--- src/rtl/aclink_out_pkg.sv ---
package aclink_out_pkg;

   localparam logic [2:0] LANE_MAIN   = 3'd0;
   localparam logic [2:0] LANE_MODEM  = 3'd1;
   localparam logic [2:0] LANE_CTRHS  = 3'd2;
   localparam logic [2:0] LANE_SURR   = 3'd3;
   localparam logic [2:0] LANE_LFE    = 3'd4;

   // Where a data slot gets its sample: lane index and which half of the lane
   typedef struct packed {
      logic       used;
      logic [2:0] lane;
      logic       upper;
   } slot_src_t;

   function automatic slot_src_t slot_source(input int unsigned slot, input logic hs);
      slot_src_t r;
      r = '0;
      case (slot)
         3:  r = '{used: 1'b1, lane: LANE_MAIN,  upper: 1'b1};
         4:  r = '{used: 1'b1, lane: LANE_MAIN,  upper: 1'b0};
         5:  r = '{used: 1'b1, lane: LANE_MODEM, upper: 1'b0};
         6:  r = '{used: !hs,  lane: LANE_CTRHS, upper: 1'b0};
         7:  r = '{used: 1'b1, lane: LANE_SURR,  upper: 1'b1};
         8:  r = '{used: 1'b1, lane: LANE_SURR,  upper: 1'b0};
         9:  r = '{used: 1'b1, lane: LANE_LFE,   upper: 1'b0};
         11: r = '{used: hs,   lane: LANE_CTRHS, upper: 1'b0};
         default: r = '0;
      endcase
      return r;
   endfunction

endpackage

--- src/rtl/aclink_slot_mapper.sv ---
module aclink_slot_mapper
   import aclink_out_pkg::*;
#(
   parameter int SAMPLE_W  = 16,
   parameter int SLOT_W    = 20,
   parameter int NUM_SLOTS = 12,
   parameter int NUM_CH    = 5
) (
   input  logic                             hs_sel,
   input  logic [NUM_CH-1:0]                ch_valid,
   input  logic [NUM_CH*2*SAMPLE_W-1:0]     ch_data,
   input  logic                             cmd_valid,
   input  logic [SLOT_W-1:0]                cmd_addr,
   input  logic [SLOT_W-1:0]                cmd_data,
   output logic [NUM_SLOTS-1:0]             slot_tag,
   output logic [NUM_SLOTS-1:0][SLOT_W-1:0] slot_word
);

   localparam int LANE_W = 2 * SAMPLE_W;
   localparam int PAD_W  = SLOT_W - SAMPLE_W;

   logic [LANE_W-1:0] lane_a [NUM_CH];

   for (genvar c = 0; c < NUM_CH; c++) begin : g_lane
      assign lane_a[c] = ch_data[c*LANE_W +: LANE_W];
   end

   for (genvar s = 1; s <= NUM_SLOTS; s++) begin : g_slot
      if (s == 1) begin : g_cmd_addr
         assign slot_tag[0]  = cmd_valid;
         assign slot_word[0] = cmd_valid ? cmd_addr : '0;
      end else if (s == 2) begin : g_cmd_data
         assign slot_tag[1]  = cmd_valid;
         assign slot_word[1] = cmd_valid ? cmd_data : '0;
      end else begin : g_sample
         slot_src_t         src;
         logic [LANE_W-1:0] lane;
         logic [SAMPLE_W-1:0] sample;
         always_comb begin
            src    = slot_source(s, hs_sel);
            lane   = lane_a[src.lane];
            sample = src.upper ? lane[LANE_W-1:SAMPLE_W] : lane[SAMPLE_W-1:0];
            if (src.used && ch_valid[src.lane]) begin
               slot_tag[s-1]  = 1'b1;
               slot_word[s-1] = {sample, {PAD_W{1'b0}}};
            end else begin
               slot_tag[s-1]  = 1'b0;
               slot_word[s-1] = '0;
            end
         end
      end
   end

endmodule

--- src/rtl/aclink_frame_packer.sv ---
module aclink_frame_packer #(
   parameter int SLOT_W    = 20,
   parameter int NUM_SLOTS = 12,
   parameter int TAG_W     = 16,
   localparam int FRAME_BITS = TAG_W + NUM_SLOTS * SLOT_W
) (
   input  logic [NUM_SLOTS-1:0]             slot_tag,
   input  logic [NUM_SLOTS-1:0][SLOT_W-1:0] slot_word,
   output logic [FRAME_BITS-1:0]            frame
);

   logic [TAG_W-1:0] tag_word;

   always_comb begin
      tag_word            = '0;
      tag_word[TAG_W-1]   = |slot_tag;
      for (int s = 1; s <= NUM_SLOTS; s++) begin
         tag_word[TAG_W-1-s] = slot_tag[s-1];
      end
   end

   assign frame[FRAME_BITS-1 -: TAG_W] = tag_word;

   for (genvar s = 1; s <= NUM_SLOTS; s++) begin : g_place
      assign frame[(NUM_SLOTS-s)*SLOT_W +: SLOT_W] = slot_word[s-1];
   end

endmodule

--- src/rtl/aclink_frame_shifter.sv ---
module aclink_frame_shifter #(
   parameter int FRAME_BITS = 256,
   parameter int TAG_W      = 16,
   localparam int CNT_W     = $clog2(FRAME_BITS)
) (
   input  logic                  clk,
   input  logic                  rst_n,
   input  logic [FRAME_BITS-1:0] frame_in,
   output logic                  load_strobe,
   output logic                  sync,
   output logic                  sdata
);

   localparam logic [CNT_W-1:0] LAST_BIT = CNT_W'(FRAME_BITS - 1);
   localparam logic [CNT_W-1:0] SYNC_END = CNT_W'(TAG_W);

   logic [CNT_W-1:0]      bit_cnt;
   logic [FRAME_BITS-1:0] shreg;

   assign load_strobe = (bit_cnt == LAST_BIT);
   assign sync        = (bit_cnt < SYNC_END);
   assign sdata       = shreg[FRAME_BITS-1];

   always_ff @(posedge clk or negedge rst_n) begin
      if (!rst_n) begin
         bit_cnt <= '0;
         shreg   <= '0;
      end else if (load_strobe) begin
         bit_cnt <= '0;
         shreg   <= frame_in;
      end else begin
         bit_cnt <= bit_cnt + 1'b1;
         shreg   <= {shreg[FRAME_BITS-2:0], 1'b0};
      end
   end


   sync_restart_chk: assert property (@(posedge clk) disable iff (!rst_n)
      load_strobe |=> $rose(sync));


   msb_first_chk: assert property (@(posedge clk) disable iff (!rst_n)
      load_strobe |=> (sdata == $past(frame_in[FRAME_BITS-1])));


   strobe_single_chk: assert property (@(posedge clk) disable iff (!rst_n)
      load_strobe |=> !load_strobe);

endmodule

--- src/rtl/aclink_out_framer.sv ---
module aclink_out_framer #(
   parameter int SAMPLE_W  = 16,
   parameter int SLOT_W    = 20,
   parameter int NUM_SLOTS = 12,
   parameter int TAG_W     = 16,
   parameter int NUM_CH    = 5,
   localparam int LANE_W     = 2 * SAMPLE_W,
   localparam int FRAME_BITS = TAG_W + NUM_SLOTS * SLOT_W
) (
   input  logic                       bit_clk,
   input  logic                       rst_n,
   input  logic                       hs_sel,
   input  logic [NUM_CH-1:0]          ch_valid,
   input  logic [NUM_CH*LANE_W-1:0]   ch_data,
   output logic [NUM_CH-1:0]          ch_ready,
   input  logic                       cmd_valid,
   input  logic [SLOT_W-1:0]          cmd_addr,
   input  logic [SLOT_W-1:0]          cmd_data,
   output logic                       cmd_ready,
   output logic                       sync,
   output logic                       sdata
);

   if (SAMPLE_W >= SLOT_W) begin : g_bad_width
      $error("SAMPLE_W must be narrower than SLOT_W");
   end
   if (TAG_W < NUM_SLOTS + 1) begin : g_bad_tag
      $error("TAG_W too small for frame flag plus slot tags");
   end
   if (NUM_CH != 5 || NUM_SLOTS < 11) begin : g_bad_map
      $error("slot map needs five lanes and at least eleven slots");
   end

   logic [NUM_SLOTS-1:0]             slot_tag;
   logic [NUM_SLOTS-1:0][SLOT_W-1:0] slot_word;
   logic [FRAME_BITS-1:0]            frame;
   logic                             load_strobe;

   aclink_slot_mapper #(
      .SAMPLE_W (SAMPLE_W),
      .SLOT_W   (SLOT_W),
      .NUM_SLOTS(NUM_SLOTS),
      .NUM_CH   (NUM_CH)
   ) u_mapper (
      .hs_sel   (hs_sel),
      .ch_valid (ch_valid),
      .ch_data  (ch_data),
      .cmd_valid(cmd_valid),
      .cmd_addr (cmd_addr),
      .cmd_data (cmd_data),
      .slot_tag (slot_tag),
      .slot_word(slot_word)
   );

   aclink_frame_packer #(
      .SLOT_W   (SLOT_W),
      .NUM_SLOTS(NUM_SLOTS),
      .TAG_W    (TAG_W)
   ) u_packer (
      .slot_tag (slot_tag),
      .slot_word(slot_word),
      .frame    (frame)
   );

   aclink_frame_shifter #(
      .FRAME_BITS(FRAME_BITS),
      .TAG_W     (TAG_W)
   ) u_shifter (
      .clk        (bit_clk),
      .rst_n      (rst_n),
      .frame_in   (frame),
      .load_strobe(load_strobe),
      .sync       (sync),
      .sdata      (sdata)
   );

   assign ch_ready  = {NUM_CH{load_strobe}};
   assign cmd_ready = load_strobe;


   route_exclusive_chk: assert property (@(posedge bit_clk) disable iff (!rst_n)
      !(slot_tag[5] && slot_tag[10]));


   cmd_idle_chk: assert property (@(posedge bit_clk) disable iff (!rst_n)
      !cmd_valid |-> (!slot_tag[0] && !slot_tag[1]));

   for (genvar i = 0; i < NUM_SLOTS; i++) begin : g_slot_chk

      untagged_zero_chk: assert property (@(posedge bit_clk) disable iff (!rst_n)
         !slot_tag[i] |-> (slot_word[i] == '0));
   end

endmodule

--- config.mk ---
export PLATFORM = sky130hd
export DESIGN_NAME = aclink_out_framer
export DESIGN_NICKNAME = d
export VERILOG_FILES = /design/src/rtl/aclink_out_pkg.sv /design/src/rtl/aclink_slot_mapper.sv /design/src/rtl/aclink_frame_packer.sv /design/src/rtl/aclink_frame_shifter.sv /design/src/rtl/aclink_out_framer.sv
export SDC_FILE = /design/constraint.sdc
export NUM_CORES = 1
export LEC_CHECK = 0
export ABC_AREA = 0
export BUFFER_PORTS_ARGS = -buffer_cell sky130_fd_sc_hd__buf_2
export CORE_ASPECT_RATIO = 1.4
export CORE_MARGIN = 2
export CORE_UTILIZATION = 45
export DETAILED_ROUTE_END_ITERATION = 8
export PLACE_DENSITY = 0.7
export SYNTH_ARGS = -nofsm -noshare
export SYNTH_HDL_FRONTEND = slang
export SYNTH_HIERARCHICAL = 1
export SYNTH_SLANG_ARGS = --single-unit
--- constraint.sdc ---
create_clock -name bit_clk -period 4.5 [get_ports bit_clk]
set_clock_uncertainty 0.15 [all_clocks]
set_input_delay 1.125 -clock bit_clk [delete_from_list [all_inputs] [get_ports bit_clk]]
set_output_delay 1.125 -clock bit_clk [all_outputs]
set_load 0.02 [all_outputs]
Word level (Yosys, flattened, before mapping). Cells that the tools add are included.

Bits in registers: 264. Bits of input ports: 209. Output and inout bits: 8. Word-level logic and storage cells: 27.

Add/subtract/negate cells: 1. Magnitude comparators: 1. Equal/unequal tests: 1. Multiplexer cells: 18. Reductions and logical operators: 4.

Operators with widths (count): $mux W256 (1); $mux W20 (10); $add A8 B1 Y8 const B (1); $eq A8 B8 Y1 const B (1); $lt A8 B5 Y1 const B (1); $mux W8 (1); $reduce_or A7 Y1 (1); $mux W1 (6); $logic_and A1 B1 Y1 (2); $logic_not A1 Y1 (1).

Depth between registers and ports, before layout.
Depth after elaboration: 5. Mapped depth: 6. Mapped depth without buffers: 4.

Hierarchy. Netlist, hierarchy kept.

Modules (own cells, without submodules): aclink_frame_shifter (instances 1, cells an instance 570, area an instance 9826.9 µm², sequential area each 6606.3 µm²); aclink_frame_packer (instances 1, cells an instance 260, area an instance 1941.9 µm², sequential area each 0.0 µm²); aclink_slot_mapper (instances 1, cells an instance 271, area an instance 1854.3 µm², sequential area each 0.0 µm²); aclink_out_framer (instances 1, cells an instance 5, area an instance 37.5 µm², sequential area each 0.0 µm²).

Worst setup path after synthesis. Ideal clock, no wire load.

Kind: reg2out. Start: register u_shifter.bit_cnt[0]. End: output port ch_ready[0]. Arrival: 1.459 ns. Data required time: 3.225 ns. Path slack: 1.766 ns. Stages on the path, launching flop included: 7. Path buffers: 3. Path through: dfrtp_1 > ha_1 > nand2_1 > nor3_2 > buf_6 > buf_4 > buf_4.

Word-level cells in the longest chain between the ends: 1.

Ends and longest elaborated chain: start, declared (RTL line aclink_frame_shifter.sv:17) `logic [CNT_W-1:0] bit_cnt;`; start signal, assigned (RTL line aclink_frame_shifter.sv:32) `bit_cnt <= bit_cnt + 1'b1;`; $eq A8 B8 Y1 (RTL line aclink_frame_shifter.sv:20) `assign load_strobe = (bit_cnt == LAST_BIT);`; end, declared (RTL line aclink_out_framer.sv:15) `output logic [NUM_CH-1:0] ch_ready,`.

No other way between the ends.

Worst setup path in the final report.
Start: register u_shifter.bit_cnt[4]. End: output port ch_ready[1].

Same word-level chain as after synthesis.

==> results by group <==
Run status
  – Outcome: completed

Setup path
  – Crit path kind: reg2out
  – Critical-path cell list: nand3_1 -> nor3_4 -> buf_2
  – Slowest stage delay, CP: between 0.5 and 0.6 ns
  – R2r endpoint: u_shifter/shreg[120]$_DFF_PN0_
  – R2R depth: 4
  – Startpoint Class: flip-flop
  – FF-to-FF Start: u_shifter/bit_cnt[4]$_DFF_PN0_
  – CP max-delay cell: nor3_4
  – Peak fanout along the critical path: 10
  – Worst Path Arrival: between 1.5 and 2 ns
  – Cell family with most CP delay: simple AND/OR/NAND/NOR gates
  – R2R Setup Slk: 1.94 ns
  – Critical Path RT: between 3 and 4 ns
  – Element type at the critical path end: primary output
  – WP buf/inv: 1

Finish
  – Share of cells above drive strength 1: around 28%
  – Area of the multi-input gates: 0.004452 mm2
  – Fillcell total: ~2800
  – Most frequent cells in the layout: 264 x dfrtp_1, 195 x mux2_1, 167 x buf_2
  – Layout Nets: between 1000 and 1500
  – Fin util: 44.96%
  – Sequential Area: roughly 0.0066 mm2
  – Area growth syn-to-layout: -1.484%
  – Commonest non-fill, non-tap cell in the layout: dfrtp_1

Yosys
  – Syn Std Cell Area: around 0.014 mm2
  – Sequential area share after synthesis: 48.36%
  – Count of cell types in the netlist: 26
  – Synth area leaders: dfrtp_1 48%, buf_4 20%, mux2_1 16%
  – Seq cells post-synth: roughly 260
  – Syn_area_per_cell: around 12 um2
  – Post-Synthesis Cells: 1106
  – Share of the synthesized area in the top cell type: about half
  – Largest area contributor in the netlist: dfrtp_1
  – Ys Warns: 6

Floorplanning
  – Core area: 0.02994 mm2
  – Die width: 151.3 um
  – Die area: about 0.032 mm2
  – Die height: approximately 210 um
  – I/O Pins: ~220
  – Std cell rows: between 70 and 80
  – Initial cell density of the core: ~46%

Clock tree
  – Clk root buf: clkbuf_16
  – Post-CTS sizing: 0
  – CTS buffer count: 28
  – Clock Sinks: ~260
  – Post-cts hold buffer count: 0
  – Htree depth: 1
  – Setup bufs post-CTS: 0
  – Clock transition at path regs: 0.06 ns
  – Max clock buf depth: 3
  – Clk_lat worst skew: 0.53 ns
  – CTS tree: yes

GRT
  – Final global-route overflow total: 0
  – Total Routing Usage GR: 12.58%
  – Largest net degree at the start of global routing: 142
  – First-pass GRT wire length: between 30000 and 40000 um
  – Initial antenna violation count: 1
  – Number of global-route vias before repair: around 6800

STA
  – Slew Limit Headroom: 44.20%
  – Hold Vio Cnt, Final: 0
  – Fin crit share: around 71%
  – Max Fclk: approximately 310 MHz
  – Final min period: roughly 3.2 ns
  – RSZ-0062 raised after global routing: no
  – Setup TNS: 0 ns
  – Worst-margin pin slew: approximately 0.84 ns
  – Slew Viols, Final: 0
  – Setup violators final: 0

Place
  – Placer Congestion: 0.7093
  – Hpwl dp: approximately 12000 um
  – Input/output buffers: 168

Detailed routing
  – Initial DRC Count: about 190
  – Routed via count: roughly 6300
  – Vias per cell: around 4.5
  – Drt first pass iters: 4
  – Detailed Route WL: just under 20000 um
  – DRT antenna net count: 0
  – DRC: 0
  – Routed WL per cell: 13.87 um

Hold path
  – Hold Path Depth: 1
  – Min-delay src: u_shifter/shreg[128]$_DFF_PN0_
  – Hold Path End: u_shifter/shreg[129]$_DFF_PN0_
  – Worst Hold Class: reg2reg

Power and ir drop
  – Power Density: about 370 mW/mm2
  – Worst vdd ir: around 0.38 mV
  – Leakage: 7.400 nW

Flow run
  – Number of max-cap violations: 0
## worst max path at each step
stage / from / cells past startpoint / slack, ns / end
2_1_floorplan: u_shifter/bit_cnt[0]$_DFF_PN0_ / 6 / 1.77 / ch_ready[0]
3_3_place_gp: u_shifter/bit_cnt[0]$_DFF_PN0_ / 4 / 1.80 / ch_ready[3]
5_1_grt: u_shifter/bit_cnt[0]$_DFF_PN0_ / 4 / 1.08 / ch_ready[0]
4_1_cts: u_shifter/bit_cnt[4]$_DFF_PN0_ / 3 / 1.20 / ch_ready[4]
6_report: u_shifter/bit_cnt[4]$_DFF_PN0_ / 3 / 1.29 / ch_ready[1]
3_5_place_dp: u_shifter/bit_cnt[4]$_DFF_PN0_ / 3 / 1.78 / ch_ready[4]
## metal layers
layer  up-vias  track usage (%)  wire length, um  part of all wire, %
met5         -                0                0                    0
met3        29            2.229              958                  4.9
li1       2991                -                -                    -
met2       120            22.00             9822                   50
met4         0            4.415              433                  2.2
met1      3167            15.49             8279                   42
## layout make-up
cell class                 count  share of cell area, %
antenna                        1                0.01859
clock buffer                  43                  6.527
clock inverter                 9                 0.7717
multi-input combinational    529                  33.08
sequential                   264                  49.09
tap                          385                  3.579
timing repair buffer         174                  6.936
## registers in the layout (all words and copies together), names as in the netlist
register,flops
u_shifter/shreg,256
u_shifter/bit_cnt,8
## through the flow
| stage | setup WS, ns | instance area (um2) | total power [W] | std cells | hold slack [ns] |
|---|---|---|---|---|---|
| 2_1_floorplan | 1.766 | 13940 | 0.002698 | 1181 | 0.2819 |
| 3_3_place_gp | 1.802 | 12470 | 0.002624 | 1352 | 0.2837 |
| 3_5_place_dp | 1.783 | 12470 | 0.002627 | 1352 | 0.2915 |
| 4_1_cts | 1.205 | 13460 | 0.005065 | 1404 | 0.3001 |
| 5_1_grt | 1.075 | 13460 | 0.005187 | 1405 | 0.3164 |
| 6_report | 1.287 | 13460 | 0.004953 | 1405 | 0.2965 |
## power by group
part / internal (W) / switching (W)
Combinational: 0.0000922 / 0.000111
Sequential: 0.00237 / 0
Clock: 0.00146 / 0.000919
Total: 0.00392 / 0.00103
## synth_stat cells
| cell type | n |
|---|---|
| buf_4 | 364 |
| dfrtp_1 | 264 |
| mux2_1 | 195 |
| and2_1 | 138 |
| mux2_2 | 60 |
| and3_1 | 17 |
| and3b_1 | 12 |
| clkbuf_2 | 10 |
| buf_2 | 8 |
| buf_6 | 6 |
| and3b_2 | 4 |
| nand3_1 | 4 |
| nor4_1 | 4 |
| nor2_1 | 3 |
| xor2_1 | 3 |
| conb_1 | 2 |
| nand2_1 | 2 |
| nor3_1 | 2 |
| a211o_1 | 1 |
| a21oi_1 | 1 |
| ha_1 | 1 |
| mux2i_1 | 1 |
| nand4_1 | 1 |
| nor2b_2 | 1 |
| nor3_2 | 1 |
| xnor2_1 | 1 |
## cell families (layout without fill, tap and decap cells)
| group | Yosys count | count (layout) | synth area share, % |
|---|---|---|---|
| buffers and inverters | 388 | 226 | 21.16 |
| AO/OA/AOI/OAI | 2 | 2 | 0.1007 |
| other | 2 | 78 | 0.05498 |
| AND/OR/NAND/NOR | 189 | 189 | 8.884 |
| multiplexers | 256 | 256 | 21.09 |
| XOR/XNOR | 4 | 4 | 0.2565 |
| flip-flops | 264 | 264 | 48.36 |
| adder cells (fa/ha/maj) | 1 | 1 | 0.09158 |
No activity file was read; power rests on OpenSTA's default activity.
